## src/rtl/tape_phase_seq.sv

```systemverilog
module tape_phase_seq #(
  parameter int TW    = 24,
  parameter int LW    = 16,
  parameter int GW    = 8,
  parameter int CHAIN = 103
) (
  input  logic          clk,
  input  logic          rst_n,
  input  logic          tick,
  input  logic          cmd_valid,
  input  logic [2:0]    cmd_op,
  input  logic [LW-1:0] cmd_len,
  input  logic          at_bot,
  input  logic          gap_req,
  input  logic [GW-1:0] gap_len,
  input  logic          fast,
  input  logic          chan_go,
  input  logic          chan_stb,
  input  logic          chan_end,
  input  logic          abort,
  input  logic          fault,
  input  logic [TW-1:0] r_ovh,
  input  logic [TW-1:0] r_bot,
  input  logic [TW-1:0] r_irg,
  input  logic [TW-1:0] r_byte,
  input  logic [TW-1:0] r_rew,
  input  logic [TW-1:0] f_ovh,
  input  logic [TW-1:0] f_bot,
  input  logic [TW-1:0] f_irg,
  input  logic [TW-1:0] f_byte,
  input  logic [TW-1:0] f_rew,
  output logic [2:0]    phase,
  output logic          svc_req,
  output logic          word_stb,
  output logic          timing_err,
  output logic          eod,
  output logic          done,
  output logic          fail
);
  localparam int CW = $clog2(CHAIN + 1);

  localparam logic [2:0] PH_IDLE = 3'd0, PH_WAIT = 3'd1, PH_START = 3'd2,
                         PH_TRAV = 3'd3, PH_DATA = 3'd4, PH_STOP  = 3'd5,
                         PH_ERR  = 3'd6;

  localparam logic [2:0] OP_RDF = 3'd0, OP_RDR = 3'd1, OP_WR  = 3'd2,
                         OP_SPF = 3'd3, OP_SPR = 3'd4, OP_REW = 3'd5,
                         OP_SEL = 3'd6;

  function automatic logic [1:0] grp_of(input logic [2:0] op);
    case (op)
      OP_RDF, OP_SPF: grp_of = 2'd1;
      OP_RDR, OP_SPR: grp_of = 2'd2;
      OP_WR:          grp_of = 2'd3;
      default:        grp_of = 2'd0;
    endcase
  endfunction

  logic [TW-1:0] cnt;
  logic [2:0]    op_q;
  logic [LW-1:0] len_q, idx;
  logic          flag, hold, fast_q, gap_q;
  logic [CW-1:0] chain_cnt;
  logic [1:0]    last_grp;

  wire          fs     = (phase == PH_IDLE) ? fast : fast_q;
  wire [TW-1:0] d_ovh  = fs ? f_ovh  : r_ovh;
  wire [TW-1:0] d_bot  = fs ? f_bot  : r_bot;
  wire [TW-1:0] d_irg  = fs ? f_irg  : r_irg;
  wire [TW-1:0] d_byte = fs ? f_byte : r_byte;
  wire [TW-1:0] d_rew  = fs ? f_rew  : r_rew;
  wire [TW-1:0] two_b  = {d_byte[TW-2:0], 1'b0};

  wire [2:0] op_c    = (phase == PH_IDLE) ? cmd_op : op_q;
  wire       chained = (chain_cnt != '0) && (grp_of(op_c) != 2'd0) &&
                       (grp_of(op_c) == last_grp);
  wire [TW-1:0] start_d = (op_c == OP_SEL || chained) ? d_ovh :
                          d_ovh + (at_bot ? d_bot : d_irg);

  wire [TW-1:0] gap_t  = d_byte * TW'(gap_len);
  wire [TW-1:0] len_t  = d_byte * TW'(len_q);
  wire [TW-1:0] rem_t  = d_byte * TW'(len_q - idx) + d_irg;

  wire xfer   = op_q <= OP_WR;
  wire rd     = (op_q == OP_RDF) || (op_q == OP_RDR);
  wire spc    = (op_q == OP_SPF) || (op_q == OP_SPR);
  wire stb_ok = chan_stb && svc_req;
  wire fl     = flag || stb_ok;
  wire expd   = (cnt == '0) && !hold;
  wire last   = (idx + 1'b1) == len_q;

  always_ff @(posedge clk or negedge rst_n) begin
    if (!rst_n) begin
      phase <= PH_IDLE;  cnt <= '0;      op_q <= OP_RDF;
      len_q <= '0;       idx <= '0;      flag <= 1'b0;
      hold <= 1'b0;      fast_q <= 1'b0; gap_q <= 1'b0;
      chain_cnt <= '0;   last_grp <= 2'd0;
      svc_req <= 1'b0;   word_stb <= 1'b0; timing_err <= 1'b0;
      eod <= 1'b0;       done <= 1'b0;   fail <= 1'b0;
    end else begin
      word_stb <= 1'b0;
      done     <= 1'b0;
      if (tick && cnt != '0 && !hold) cnt <= cnt - 1'b1;
      if (tick && chain_cnt != '0) chain_cnt <= chain_cnt - 1'b1;
      if (stb_ok) begin
        flag    <= 1'b1;
        svc_req <= 1'b0;
        if (hold) begin
          hold <= 1'b0;
          cnt  <= two_b;
        end
      end

      case (phase)
        PH_IDLE: if (cmd_valid) begin
          op_q       <= cmd_op;
          len_q      <= cmd_len;
          gap_q      <= gap_req;
          fast_q     <= fast;
          idx        <= '0;
          hold       <= 1'b0;
          timing_err <= 1'b0;
          eod        <= 1'b0;
          fail       <= 1'b0;
          flag       <= (cmd_op == OP_RDF) || (cmd_op == OP_RDR);
          svc_req    <= cmd_op == OP_WR;
          if (cmd_op <= OP_WR && !chan_go) begin
            phase <= PH_WAIT;
          end else begin
            phase <= PH_START;
            cnt   <= start_d;
          end
        end
        PH_WAIT: if (chan_go) begin
          phase <= PH_START;
          cnt   <= start_d;
        end
        PH_START: if (expd) begin
          if (op_q == OP_SEL) begin
            phase <= PH_STOP; cnt <= '0;
          end else if (op_q == OP_REW) begin
            phase <= PH_STOP; cnt <= d_rew;
          end else if (op_q == OP_WR && gap_q) begin
            phase <= PH_TRAV; cnt <= gap_t;
          end else if (spc) begin
            phase <= PH_DATA; cnt <= len_t;
          end else begin
            phase <= PH_DATA; cnt <= two_b;
          end
        end
        PH_TRAV: if (expd) begin
          phase <= PH_DATA;
          cnt   <= two_b;
        end
        PH_DATA: begin
          if (chan_end && xfer) begin
            phase   <= PH_STOP;
            cnt     <= rd ? rem_t : d_irg;
            eod     <= 1'b1;
            svc_req <= 1'b0;
            hold    <= 1'b0;
          end else if (expd) begin
            if (spc) begin
              phase <= PH_STOP;
              cnt   <= d_irg;
            end else if (fast_q && !fl) begin
              hold <= 1'b1;
            end else if (!fl && !rd) begin
              timing_err <= 1'b1;
              fail       <= 1'b1;
              svc_req    <= 1'b0;
              phase      <= PH_ERR;
              cnt        <= d_irg;
            end else begin
              if (!fl) timing_err <= 1'b1;
              word_stb <= 1'b1;
              flag     <= 1'b0;
              idx      <= idx + 1'b1;
              svc_req  <= rd || !last;
              if (last) begin
                phase <= PH_STOP;
                cnt   <= d_irg;
                eod   <= 1'b1;
              end else begin
                cnt  <= two_b;
                hold <= fast_q;
              end
            end
          end
        end
        PH_STOP: if (expd) begin
          phase   <= PH_IDLE;
          done    <= 1'b1;
          svc_req <= 1'b0;
          if (!fail) begin
            chain_cnt <= CW'(CHAIN);
            last_grp  <= grp_of(op_q);
          end
        end
        PH_ERR: if (expd) begin
          phase   <= PH_IDLE;
          done    <= 1'b1;
          svc_req <= 1'b0;
        end
        default: phase <= PH_IDLE;
      endcase

      if (fault && phase != PH_IDLE && phase != PH_ERR) begin
        phase   <= PH_ERR;
        cnt     <= d_irg;
        fail    <= 1'b1;
        svc_req <= 1'b0;
        hold    <= 1'b0;
      end
      if (abort && phase != PH_IDLE) begin
        phase   <= PH_STOP;
        cnt     <= '0;
        svc_req <= 1'b0;
        hold    <= 1'b0;
      end
    end
  end
endmodule

```

## config.mk

```make
export PLATFORM = sky130hd
export DESIGN_NAME = tape_phase_seq
export DESIGN_NICKNAME = d
export VERILOG_FILES = /design/src/rtl/tape_phase_seq.sv
export SDC_FILE = /design/constraint.sdc
export NUM_CORES = 2
export LEC_CHECK = 0
export CORE_MARGIN = 5
export CORE_UTILIZATION = 40
export DETAILED_ROUTE_END_ITERATION = 16
export GPL_ROUTABILITY_DRIVEN = 0
export MAX_ROUTING_LAYER = met4
export PLACE_DENSITY = 0.63
export SETUP_SLACK_MARGIN = 0.1
export SLEW_MARGIN = 20
export SYNTH_ARGS = -nofsm -noshare
export SYNTH_HDL_FRONTEND = slang
export SYNTH_SLANG_ARGS = --single-unit
```

## constraint.sdc

```tcl
create_clock -name clk -period 8.15 [get_ports clk]
set_input_delay 1.63 -clock clk [delete_from_list [all_inputs] [get_ports clk]]
set_output_delay 1.63 -clock clk [all_outputs]
set_load 0.005 [all_outputs]
```

==> impl_results.md <==
- Die span in x: between 200 and 300 µm
- GRT overflow: 0
- Top-count cell post-synth: nand2_1
- Most instantiated cells after synthesis: nand2_1 (846), inv_1 (708), fa_1 (523)
- Std cell rows: ~100
- Starting DRT DRC Count: ~4k
- Initial antenna violation count: 1
- Critical R2R Launch: len_q[0]
- TritonCTS Sinks: 81
- Max cap viols: 0
- Mapped Area: 32600 µm²
- Share of layout cells above drive strength 1: 15.2%
- Synthesized Nets: between 5k and 6k
- Worst Slack Setup Final: -0.176 ns
- Hold Path Class: flip-flop to flip-flop
- Number of global-route vias before repair: approximately 33k
- Netlist cell types: just under 90
- Final setup fails: 3
- IO Port Bufs: about 290
- WHS Endpoint: chain_cnt[6]
- Post-DRT Antenna Nets: 0
- TritonCTS Buffers: 9
- Vias/cell: ~5.6
- First-pass GRT wire length: 203000 µm
- Area contributors post-synth: fa_1 (32%), nand2_1 (9.8%), ha_1 (8.2%), inv_1 (8.2%), dfrtp_1 (6.2%)
- Reg-to-Reg End: cnt[23]
- Reg clk slew, reported paths: roughly 0.090 ns
- Synth Instances: approximately 4.3k
- Layout Area Growth over Synthesis: 27.4%
- Min-delay src: chain_cnt[6]
- Clock tree buffer depth: 2
- Starting Density: 40.4%
- Sequential share of the synthesized area: approximately 6.2%
- Vias: 33.1k
- Slew @ Worst Pin: 1.09 ns
- Worst hold path depth: 2
- Dominant synthesized flop cell: dfrtp_1
- Unrepaired setup endpoints after global routing: yes
- Fin. Hold Viols: 0
- Cell taking the most area after synthesis: fa_1
- Root buf cell: clkbuf_16
- Fin crit period: ~8.3 ns
- Final Cycle Share: 102%
- Worst-path maximum fanout: 6
- Crit path kind: input port to flip-flop
- Synth warnings: 0
- Die area: about 87000 µm²
- Max Slew Vio Count: 0
- Avg Cell Area, Syn: 7.55 µm²
- Reg2reg path depth: 34
- Post-synth EDFFs: 0
- CP arrival: about 8.6 ns
- DR WL/cell: 22.7 µm
- Max incr delay on CP: 0.55 ns
- Post-synth top area share: between 30% and 40%
- CTS tree: yes
- Largest net degree at the start of global routing: 56
- Max Clock Skew: ~0.024 ns
- Slowest CP cell: fa_1
- Routed wire length: around 140000 µm
- H-tree depth: 3
- Startpoint class of the critical path: input port
- Clk Latency, worst-skew pair: about 0.40 ns
- Most frequent CP cell: fa_1
- Max Clk Rate: 0.120 GHz
- Failing checks: negative setup slack
- DRC: 0
- Post-layout net count: between 5k and 6k
- Async SR Flop Fraction: between 90% and 100%
- Outcome: complete, but fails checks
- Core region area: between 80000 and 90000 µm²
- DP Wirelength: between 100000 and 150000 µm
- Setup slack at placement: -0.996 ns
- Fill cells: about 7.7k
- Slew headroom: a little over a quarter
- Die Y: between 200 and 300 µm
- Drt first pass iters: 7
- I/O pin count: between 200 and 300
- Hold WS: 0.533 ns
- R2R Setup Slk: -0.09 ns
- Post-synthesis register bit count: around 80
- GRT Total Usage: a little under a third
- CP endpoint kind: flip-flop
- Core Util, Final: 51.4%
- Required time of the critical path: roughly 8.4 ns
==> cells in the final DEF, fill, tap and decap left out, types with 12 or more instances in the layout <==
cell	synthesis	routed
o22ai_1	23	21
o31ai_1	15	12
a21oi_2	3	22
clkdlybuf4s50_1	0	282
a21oi_1	177	154
nor4_1	12	12
a221oi_1	20	17
xor2_1	58	56
xnor2_1	139	131
nand3_1	52	51
fa_1	523	514
o21ai_1	3	15
o21a_1	19	19
nor2_1	315	310
a21o_1	47	47
o21ai_0	173	149
buf_4	3	459
nor3_1	40	37
a211oi_1	42	27
a211oi_2	2	16
dfrtp_1	81	81
o211ai_1	19	19
ha_1	213	198
buf_6	4	15
nor2b_1	149	145
mux2i_1	21	18
and2_1	86	73
buf_12	0	38
nand2_1	846	827
a31oi_1	57	55
inv_1	708	699
or3_1	15	15
nand2b_1	22	22
nand2_2	3	18
==> per-stage QoR <==
step / TNS [ns] / cells / instance area [µm²]
final: -0.377 / 5952 / 41500
after global routing: -1.27 / 5952 / 41500
after CTS: -0.0715 / 5933 / 40900
after detailed placement: -12.42 / 5875 / 39700
after global placement: -11.78 / 5875 / 39700
after floorplan: 0 / 4310 / 32800
==> repair_timing <==
action	in CTS	in global routing
pin swaps	80	67
setup buffers	41	17
cloned	2	1
endpoints found under the setup margin	15	15
hold buffers	0	0
resized for setup	120	108
==> how the worst max path moves through the flow <==
| stage | cells past startpoint | from | to |
|---|---|---|---|
| floorplan | 33 | fast | cnt[23] |
| global placement | 30 | fast | cnt[18] |
| detailed placement | 29 | fast | cnt[21] |
| CTS | 30 | fast | cnt[23] |
| global route | 34 | fast | cnt[23] |
| finish | 30 | fast | cnt[23] |
==> metal layers <==
metal	up-vias	global-route usage (%)	part of all wire, %
li1	14700	-	-
met1	16000	42.0	40
met2	1950	45.1	42
met3	358	9.49	13
met4	0	11.4	5.0
met5	-	-	0
==> logic make-up (layout without fill, tap and decap cells) <==
family | Yosys count | count (layout) | share of synthesized area, %
flops | 81 | 81 | 6.23
other cells | 0 | 1 | 0
fa+ha+maj | 736 | 736 | 40.3
buf+inv | 948 | 1529 | 11.1
mux | 34 | 34 | 1.17
simple gates | 1606 | 1606 | 21.9
xor+xnor | 200 | 200 | 5.49
compound gates | 705 | 705 | 13.8
==> registers in the layout, indices dropped and copies added, names as in the netlist, 2 cells and up <==
name,cells
idx,16
phase,3
cnt,24
len_q,16
last_grp,2
chain_cnt,7
op_q,3
==> worst max-delay path, delay by kind of cell <==
family	cells	cell delay, ns
fa+ha+maj	7	3.35
compound gates	8	1.54
mux	2	0.72
buf+inv	7	0.58
xor+xnor	2	0.40
simple gates	4	0.36
==> layout make-up <==
| class | instances | area, µm² | area share [%] |
|---|---|---|---|
| multi-input combinational | 3281 | 27800 | 67.0 |
| clock buffer | 9 | 225 | 0.543 |
| antenna | 1 | 2.50 | 0.00603 |
| timing repair buffer | 804 | 7390 | 17.8 |
| inverter | 709 | 2660 | 6.42 |
| sequential | 81 | 2030 | 4.89 |
| tap | 1060 | 1330 | 3.20 |
| clock inverter | 7 | 73.8 | 0.178 |
Power is left out: the tool's default activity adds up to more than one toggle a clock period on the data nets, which glitch-free logic cannot reach.
